===== config.mk =====
export PLATFORM = sky130hd
export DESIGN_NAME = mw_reader
export DESIGN_NICKNAME = d
export VERILOG_FILES = /design/src/rtl/mw_pkg.sv /design/src/rtl/mw_clkdiv.sv /design/src/rtl/mw_pinmux.sv /design/src/rtl/mw_engine.sv /design/src/rtl/mw_reader.sv
export SDC_FILE = /design/constraint.sdc
export NUM_CORES = 1
export LEC_CHECK = 0
export ABC_AREA = 1
export BUFFER_PORTS_ARGS = -buffer_cell sky130_fd_sc_hd__buf_2
export CORE_MARGIN = 5
export CORE_UTILIZATION = 59
export CTS_CLUSTER_SIZE = 40
export DETAILED_ROUTE_END_ITERATION = 10
export PLACE_DENSITY = 0.81
export SLEW_MARGIN = 10
export SYNTH_ARGS = -nofsm -noshare
export SYNTH_HDL_FRONTEND = slang
export SYNTH_SLANG_ARGS = --single-unit

===== constraint.sdc =====
create_clock -name clk -period 2.5 [get_ports clk]
set_clock_uncertainty 0.15 [all_clocks]
set_input_delay 0.125 -clock clk [delete_from_list [all_inputs] [get_ports clk]]
set_output_delay 0.125 -clock clk [all_outputs]
set_load 0.05 [all_outputs]

===== src/rtl/mw_pkg.sv =====
package mw_pkg;
    localparam int ADDR_MIN = 6;
    localparam int ADDR_MAX = 10;
    localparam int DATA_W   = 16;
    localparam int CMD_W    = 3;
    localparam int IDX_W    = $clog2(CMD_W + ADDR_MAX + DATA_W);
    localparam int WB_W     = $clog2(ADDR_MAX + 1);

    typedef enum logic [1:0] {
        ST_BOOT,
        ST_SHIFT,
        ST_GAP,
        ST_IDLE
    } mw_state_e;
endpackage


===== src/rtl/mw_clkdiv.sv =====
module mw_clkdiv #(
    parameter int CLK_DIV = 4
) (
    input  logic clk,
    input  logic rst_n,
    input  logic run,
    output logic tick
);
    localparam int CW = (CLK_DIV > 1) ? $clog2(CLK_DIV) : 1;

    typedef struct packed {
        logic [CW-1:0] cnt;
    } div_t;

    div_t q, d;

    always_comb begin
        d    = q;
        tick = 1'b0;
        if (!run) begin
            d.cnt = '0;
        end else if (q.cnt == CW'(CLK_DIV - 1)) begin
            d.cnt = '0;
            tick  = 1'b1;
        end else begin
            d.cnt = q.cnt + 1'b1;
        end
    end

    always_ff @(posedge clk or negedge rst_n) begin
        if (!rst_n) q <= '0;
        else        q <= d;
    end
endmodule


===== src/rtl/mw_pinmux.sv =====
module mw_pinmux (
    input  logic       clk,
    input  logic       rst_n,
    input  logic       sw_en,
    input  logic [2:0] sw_pins,
    input  logic       eng_cs,
    input  logic       eng_sk,
    input  logic       eng_di,
    input  logic       eep_do,
    output logic       eep_cs,
    output logic       eep_sk,
    output logic       eep_di,
    output logic       do_s
);
    typedef struct packed {
        logic din;
    } mux_t;

    mux_t q, d;

    always_comb begin
        d.din  = eep_do;
        eep_cs = sw_en ? sw_pins[0] : eng_cs;
        eep_sk = sw_en ? sw_pins[1] : eng_sk;
        eep_di = sw_en ? sw_pins[2] : eng_di;
    end

    assign do_s = q.din;

    always_ff @(posedge clk or negedge rst_n) begin
        if (!rst_n) q <= '{din: 1'b1};
        else        q <= d;
    end
endmodule


===== src/rtl/mw_engine.sv =====
module mw_engine
    import mw_pkg::*;
(
    input  logic                clk,
    input  logic                rst_n,
    input  logic                tick,
    input  logic                start,
    input  logic [ADDR_MAX-1:0] addr,
    input  logic                sw_en,
    input  logic                do_s,
    output logic                run,
    output logic                busy,
    output logic                done,
    output logic [DATA_W-1:0]   rdata,
    output logic                det_done,
    output logic                dev_present,
    output logic [WB_W-1:0]     addr_bits,
    output logic                cs,
    output logic                sk,
    output logic                di
);
    typedef struct packed {
        mw_state_e         st;
        logic              rd;
        logic              ph;
        logic [IDX_W-1:0]  idx;
        logic              gap;
        logic [DATA_W-1:0] sh;
        logic [WB_W-1:0]   w;
        logic              pres;
        logic              det;
        logic              done;
        logic [DATA_W-1:0] rdata;
    } eng_t;

    eng_t q, d;

    logic [IDX_W-1:0]    last_idx;
    logic [IDX_W-1:0]    addr_end;
    logic [IDX_W-1:0]    nsent;
    logic [ADDR_MAX-1:0] aligned;

    always_comb begin
        d        = q;
        d.done   = 1'b0;
        addr_end = IDX_W'(CMD_W) + IDX_W'(q.w);
        last_idx = addr_end + IDX_W'(DATA_W - 1);
        nsent    = q.idx - IDX_W'(CMD_W - 1);
        aligned  = addr << (WB_W'(ADDR_MAX) - q.w);

        case (q.st)
            ST_BOOT: begin
                d.st  = ST_SHIFT;
                d.rd  = 1'b0;
                d.ph  = 1'b0;
                d.idx = '0;
            end
            ST_IDLE: begin
                if (start && !sw_en && q.det) begin
                    if (q.pres) begin
                        d.st  = ST_SHIFT;
                        d.rd  = 1'b1;
                        d.ph  = 1'b0;
                        d.idx = '0;
                        d.sh  = {aligned, {(DATA_W-ADDR_MAX){1'b0}}};
                    end else if (!q.done) begin
                        d.done  = 1'b1;
                        d.rdata = '1;
                    end
                end
            end
            ST_SHIFT: begin
                if (tick) begin
                    if (!q.ph) begin
                        d.ph = 1'b1;
                    end else begin
                        d.ph  = 1'b0;
                        d.idx = q.idx + 1'b1;
                        if (q.idx >= IDX_W'(CMD_W)) begin
                            d.sh = {q.sh[DATA_W-2:0], do_s};
                        end
                        if (!q.rd) begin
                            if (q.idx >= IDX_W'(CMD_W)) begin
                                if (!do_s) begin
                                    d.st  = ST_GAP;
                                    d.gap = 1'b0;
                                    if (nsent >= IDX_W'(ADDR_MIN)) begin
                                        d.pres = 1'b1;
                                        d.w    = WB_W'(nsent);
                                    end else begin
                                        d.pres = 1'b0;
                                    end
                                end else if (nsent == IDX_W'(ADDR_MAX)) begin
                                    d.st   = ST_GAP;
                                    d.gap  = 1'b0;
                                    d.pres = 1'b0;
                                end
                            end
                        end else if (q.idx == last_idx) begin
                            d.st  = ST_GAP;
                            d.gap = 1'b0;
                        end
                    end
                end
            end
            ST_GAP: begin
                if (tick) begin
                    if (!q.gap) begin
                        d.gap = 1'b1;
                    end else begin
                        d.st = ST_IDLE;
                        if (q.rd) begin
                            d.done  = 1'b1;
                            d.rdata = q.sh;
                        end else begin
                            d.det = 1'b1;
                        end
                    end
                end
            end
            default: d.st = ST_IDLE;
        endcase
    end

    always_comb begin
        cs = (q.st == ST_SHIFT);
        sk = (q.st == ST_SHIFT) && q.ph;
        di = 1'b0;
        if (q.st == ST_SHIFT) begin
            if (q.idx < IDX_W'(CMD_W)) begin
                di = (q.idx != IDX_W'(CMD_W - 1));
            end else if (q.rd && (q.idx < addr_end)) begin
                di = q.sh[DATA_W-1];
            end
        end
    end

    assign run         = (q.st == ST_SHIFT) || (q.st == ST_GAP);
    assign busy        = (q.st != ST_IDLE);
    assign done        = q.done;
    assign rdata       = q.rdata;
    assign det_done    = q.det;
    assign dev_present = q.pres;
    assign addr_bits   = q.w;

    always_ff @(posedge clk or negedge rst_n) begin
        if (!rst_n) begin
            q       <= '0;
            q.st    <= ST_BOOT;
            q.rdata <= '1;
        end else begin
            q <= d;
        end
    end
endmodule


===== src/rtl/mw_reader.sv =====
module mw_reader
    import mw_pkg::*;
#(
    parameter int CLK_DIV = 4
) (
    input  logic                clk,
    input  logic                rst_n,
    input  logic                rd_start,
    input  logic [ADDR_MAX-1:0] rd_addr,
    output logic                rd_busy,
    output logic                rd_done,
    output logic [DATA_W-1:0]   rd_data,
    output logic                det_done,
    output logic                dev_present,
    output logic [WB_W-1:0]     addr_bits,
    input  logic                sw_en,
    input  logic [2:0]          sw_pins,
    output logic                sw_rd,
    output logic                eep_cs,
    output logic                eep_sk,
    output logic                eep_di,
    input  logic                eep_do
);
    logic run, tick, do_s;
    logic eng_cs, eng_sk, eng_di;

    mw_clkdiv #(.CLK_DIV(CLK_DIV)) u_div (
        .clk   (clk),
        .rst_n (rst_n),
        .run   (run),
        .tick  (tick)
    );

    mw_engine u_eng (
        .clk         (clk),
        .rst_n       (rst_n),
        .tick        (tick),
        .start       (rd_start),
        .addr        (rd_addr),
        .sw_en       (sw_en),
        .do_s        (do_s),
        .run         (run),
        .busy        (rd_busy),
        .done        (rd_done),
        .rdata       (rd_data),
        .det_done    (det_done),
        .dev_present (dev_present),
        .addr_bits   (addr_bits),
        .cs          (eng_cs),
        .sk          (eng_sk),
        .di          (eng_di)
    );

    mw_pinmux u_mux (
        .clk     (clk),
        .rst_n   (rst_n),
        .sw_en   (sw_en),
        .sw_pins (sw_pins),
        .eng_cs  (eng_cs),
        .eng_sk  (eng_sk),
        .eng_di  (eng_di),
        .eep_do  (eep_do),
        .eep_cs  (eep_cs),
        .eep_sk  (eep_sk),
        .eep_di  (eep_di),
        .do_s    (do_s)
    );

    assign sw_rd = do_s;
endmodule


==> impl_metrics.toml <==
[worst_setup_path]
cpPeakStageDelay_ns = 0.37
cp.buffers_inverters = 4
crit_fanout = 4
critPathKind = "register to output pin"
critPathSlowestCell = "dfrtp_1"
cp.required_ns = 2.23
cp_cell_sequence = "inv_2, ha_4, inv_2, nand2_2, nand2_2, inv_1, ha_1, a21oi_1, nand2_1, nand3_2, a21boi_2, o21ai_2, buf_6"
cp-end-kind = "output pin"
cp.arrival_ns = 2.15
crit_path_start_kind = "register"
cp_top_family = "adder cells"

[route]
first_pass_iters = 5
first_iter_violations = 156
drc = 0
wl_per_cell_um = 14.3
vias = 3146
vias_per_cell = 5.55
routed_wl_mm = 8.10
ant_nets = 0

[synthesis]
synth_mux_area_share_pct = 0.310
synth.distinct_cells = 48
synth-seq-area-share_pct = 36.4
avgSynthCellArea_um2 = 8.06
synth-edff-count = 0
async_reset_ff_share_pct = 100
ys.flop_type = "dfrtp_1"
syn_area_mm2 = 0.00364
synthSimpleGateAreaFrac_pct = 23.6
synth_top_family_by_area = "simple AND/OR/NAND/NOR gates"
ys_ff_latch = 52
synth_xor_xnor_area_share_pct = 1.24
synth_compound_area_share_pct = 18.9
ys_warn_count = 0
synthAdderAreaFrac_pct = 6.19
synth_cells = 451
syn_nets = 487

[clocking]
path_clk_slew_ns = 0.10
tritoncts = "yes"
clock_latency_ns = 0.31
clockRootBuffer = "clkbuf_8"
cts_num_sinks = 52
cts_buffer_depth = 2
h-tree-depth = 2
cts_buffers = 5

[power_and_ir_drop]
intPower_w = 0.00208
combPwrFrac_pct = 53.0
sw_frac_of_total_pct = 47.4
p_switching_w = 0.00188
p_seq_share_pct = 34.6
p_per_area_mw_per_mm2 = 992
max-vdd-ir-drop_mv = 0.602
p_leak_nw = 1.92
power.clock.fraction_pct = 12.4

[run]
drv_cap = 0

[timing]
final_hold_viol_count = 0
period_share_pct = 96.8
slew_viol_final = 0
holdWs_ns = 0.118
period_needed_ns = 2.42
tightest_slew_ns = 0.936
fmax_mhz = 413
relSlewSlack_pct = 37.6
setup_viol = 0

[placed_design]
dp_cells = 555
routabilityCongestion = 0.931
dp_hpwl_mm = 6.09
port_buffers = 45

[global_routing]
grt_pass1_wl_mm = 14.0
grt_pass1_vias = 3029
antenna_found_initial = 0
grt-ovfl-total = 0
grt_max_degree = 44
grt.total_usage_pct = 22.3

[floorplanning]
die_h_um = 88.5
initial_core_util_pct = 61.1
rows = 28
pin_count = 46
dieArea_mm2 = 0.00783
design.core.area_mm2 = 0.00596
dieWidth_um = 88.5

[finish]
nNetsFinal = 527
num_antenna_cells = 0
postLayoutCoreUtil_pct = 67.1
drive_above_1_share_pct = 28.5
syn_to_final_growth_pct = 9.87
stdcell_count = 567

[worst_hold_path]
min_path_type = "input port to register"

[outcome]
status = "completed"
[worst min-delay path, stage by stage]
cell	delay (ns)
buf_2	0.09
inv_1	0.09
nor2_1	0.09
nand2_1	0.08
a2bb2oi_1	0.06
[Yosys cell counts, types with 2 or more instances]
library cell | n | share of area, %
a21oi_1 | 19 | 2.6
a2bb2oi_1 | 5 | 1.2
a2bb2oi_2 | 3 | 1.2
a31oi_1 | 3 | 0.52
buf_2 | 3 | 0.41
buf_4 | 21 | 4.3
buf_6 | 3 | 0.93
clkbuf_1 | 2 | 0.21
clkbuf_2 | 2 | 0.28
dfrtp_1 | 35 | 24
dfstp_2 | 17 | 12
ha_1 | 18 | 6.2
inv_1 | 57 | 5.9
inv_2 | 7 | 0.72
nand2_1 | 92 | 9.5
nand2_2 | 2 | 0.34
nand2_4 | 3 | 0.93
nand3_1 | 30 | 4.1
nand3_2 | 5 | 1.4
nand4_1 | 4 | 0.69
nor2_1 | 17 | 1.8
nor2_4 | 3 | 0.93
nor2_8 | 2 | 1.1
nor3_1 | 2 | 0.28
nor3_2 | 2 | 0.55
o211ai_1 | 5 | 1.0
o21ai_0 | 53 | 7.3
o21ai_1 | 5 | 0.69
o21ai_2 | 6 | 1.4
o21bai_1 | 2 | 0.41
o22ai_1 | 3 | 0.52
o31ai_2 | 3 | 1.0
xor2_1 | 2 | 0.48
[kinds of logic after synthesis]
kind of cell	count (synthesis)
DFF	52
xor gates and xnor gates	3
and+or+nand+nor	169
muxes	1
AOI/OAI and AO/OA	111
buffers and inverters	97
adders and majority gates	18
[final cells by class]
cell class                      count  area (µm²)
Clock buffer                        5        68.8
Clock inverter                      3        21.3
Fill cell                         513        1960
Inverter                           65         244
Multi-Input combinational cell    302        1860
Sequential cell                    52        1320
Tap cell                           75        93.8
Timing Repair Buffer               65         387
[cell usage in the layout (no fill, tap or decap), drive strengths merged, types with 2 or more instances in the layout]
cell type	instances
a31oi	3
nand4	4
nor2	23
o31ai	4
o22ai	3
nor3	4
a21oi	19
nand2	97
o21bai	2
clkbuf	5
o21ai	64
ha	18
xor2	3
inv	65
buf	63
dlygate4sd3	2
o211ai	5
dfstp	17
or2	2
dfrtp	35
clkinv	2
nand3	36
a2bb2oi	8
[layer usage]
layer	global-route usage (%)	up-vias	routed length [µm]
li1	-	1549	-
met1	27.6	1482	3390
met2	40.3	98	4200
met3	3.72	17	372
met4	6.04	0	131
met5	0	-	0
[per-stage QoR]
step | power [W] | TNS, ns | area (µm²) | setup slack (ns)
3_3_place_gp | 0.00340 | 0 | 3840 | 0.214
3_5_place_dp | 0.00348 | 0 | 3840 | 0.110
6_report | 0.00396 | 0 | 4000 | 0.0788
4_1_cts | 0.00398 | 0 | 3980 | 0.0284
2_1_floorplan | 0.00321 | 0 | 3640 | 0.135
5_1_grt | 0.00425 | -0.0220 | 4000 | -0.0220
[repair_timing]
item	in CTS	in global routing
gates resized for setup	7	5
pin swaps	1	2
hold endpoints to repair	36	0
hold buffers	2	0
setup endpoints to repair	1	3
buffers inserted	2	0
[path summary, 6_finish.rpt]
path / start / end / slack, ns / cells past startpoint
setup / recovery: u_eng.addr_bits[1] / eep_di / 0.08 / 13
hold / removal: rd_addr[0] / u_eng.q[29] / 0.12 / 5
setup reg to reg: u_eng.q[47] / u_eng.q[44] / 0.26 / 11
hold reg to reg: u_div.q[0] / u_div.q[0] / 0.28 / 1
max in group asynchronous: rst_n / u_eng.rdata[10] / 1.13 / 3
min in group asynchronous: rst_n / u_eng.q[26] / 0.34 / 2
[power by group through the flow]
stage / logic [W] / clock network [W] / registers (W)
6_report: 0.00210 / 0.000492 / 0.00137
2_1_floorplan: 0.00187 / 0 / 0.00133
3_5_place_dp: 0.00209 / 0 / 0.00138
5_1_grt: 0.00231 / 0.000542 / 0.00140
4_1_cts: 0.00211 / 0.000504 / 0.00137
3_3_place_gp: 0.00203 / 0 / 0.00137
[flip-flops by register name, summed over array words and instances (netlist names)]
| register | count |
|---|---|
| u_eng.addr_bits | 4 |
| u_div.q | 2 |
| u_eng.q | 26 |
| u_eng.det_done | 1 |
| u_eng.done | 1 |
| u_eng.rdata | 16 |
| u_mux.do_s | 1 |
| u_eng.dev_present | 1 |
(Power assumes the default switching activity.)
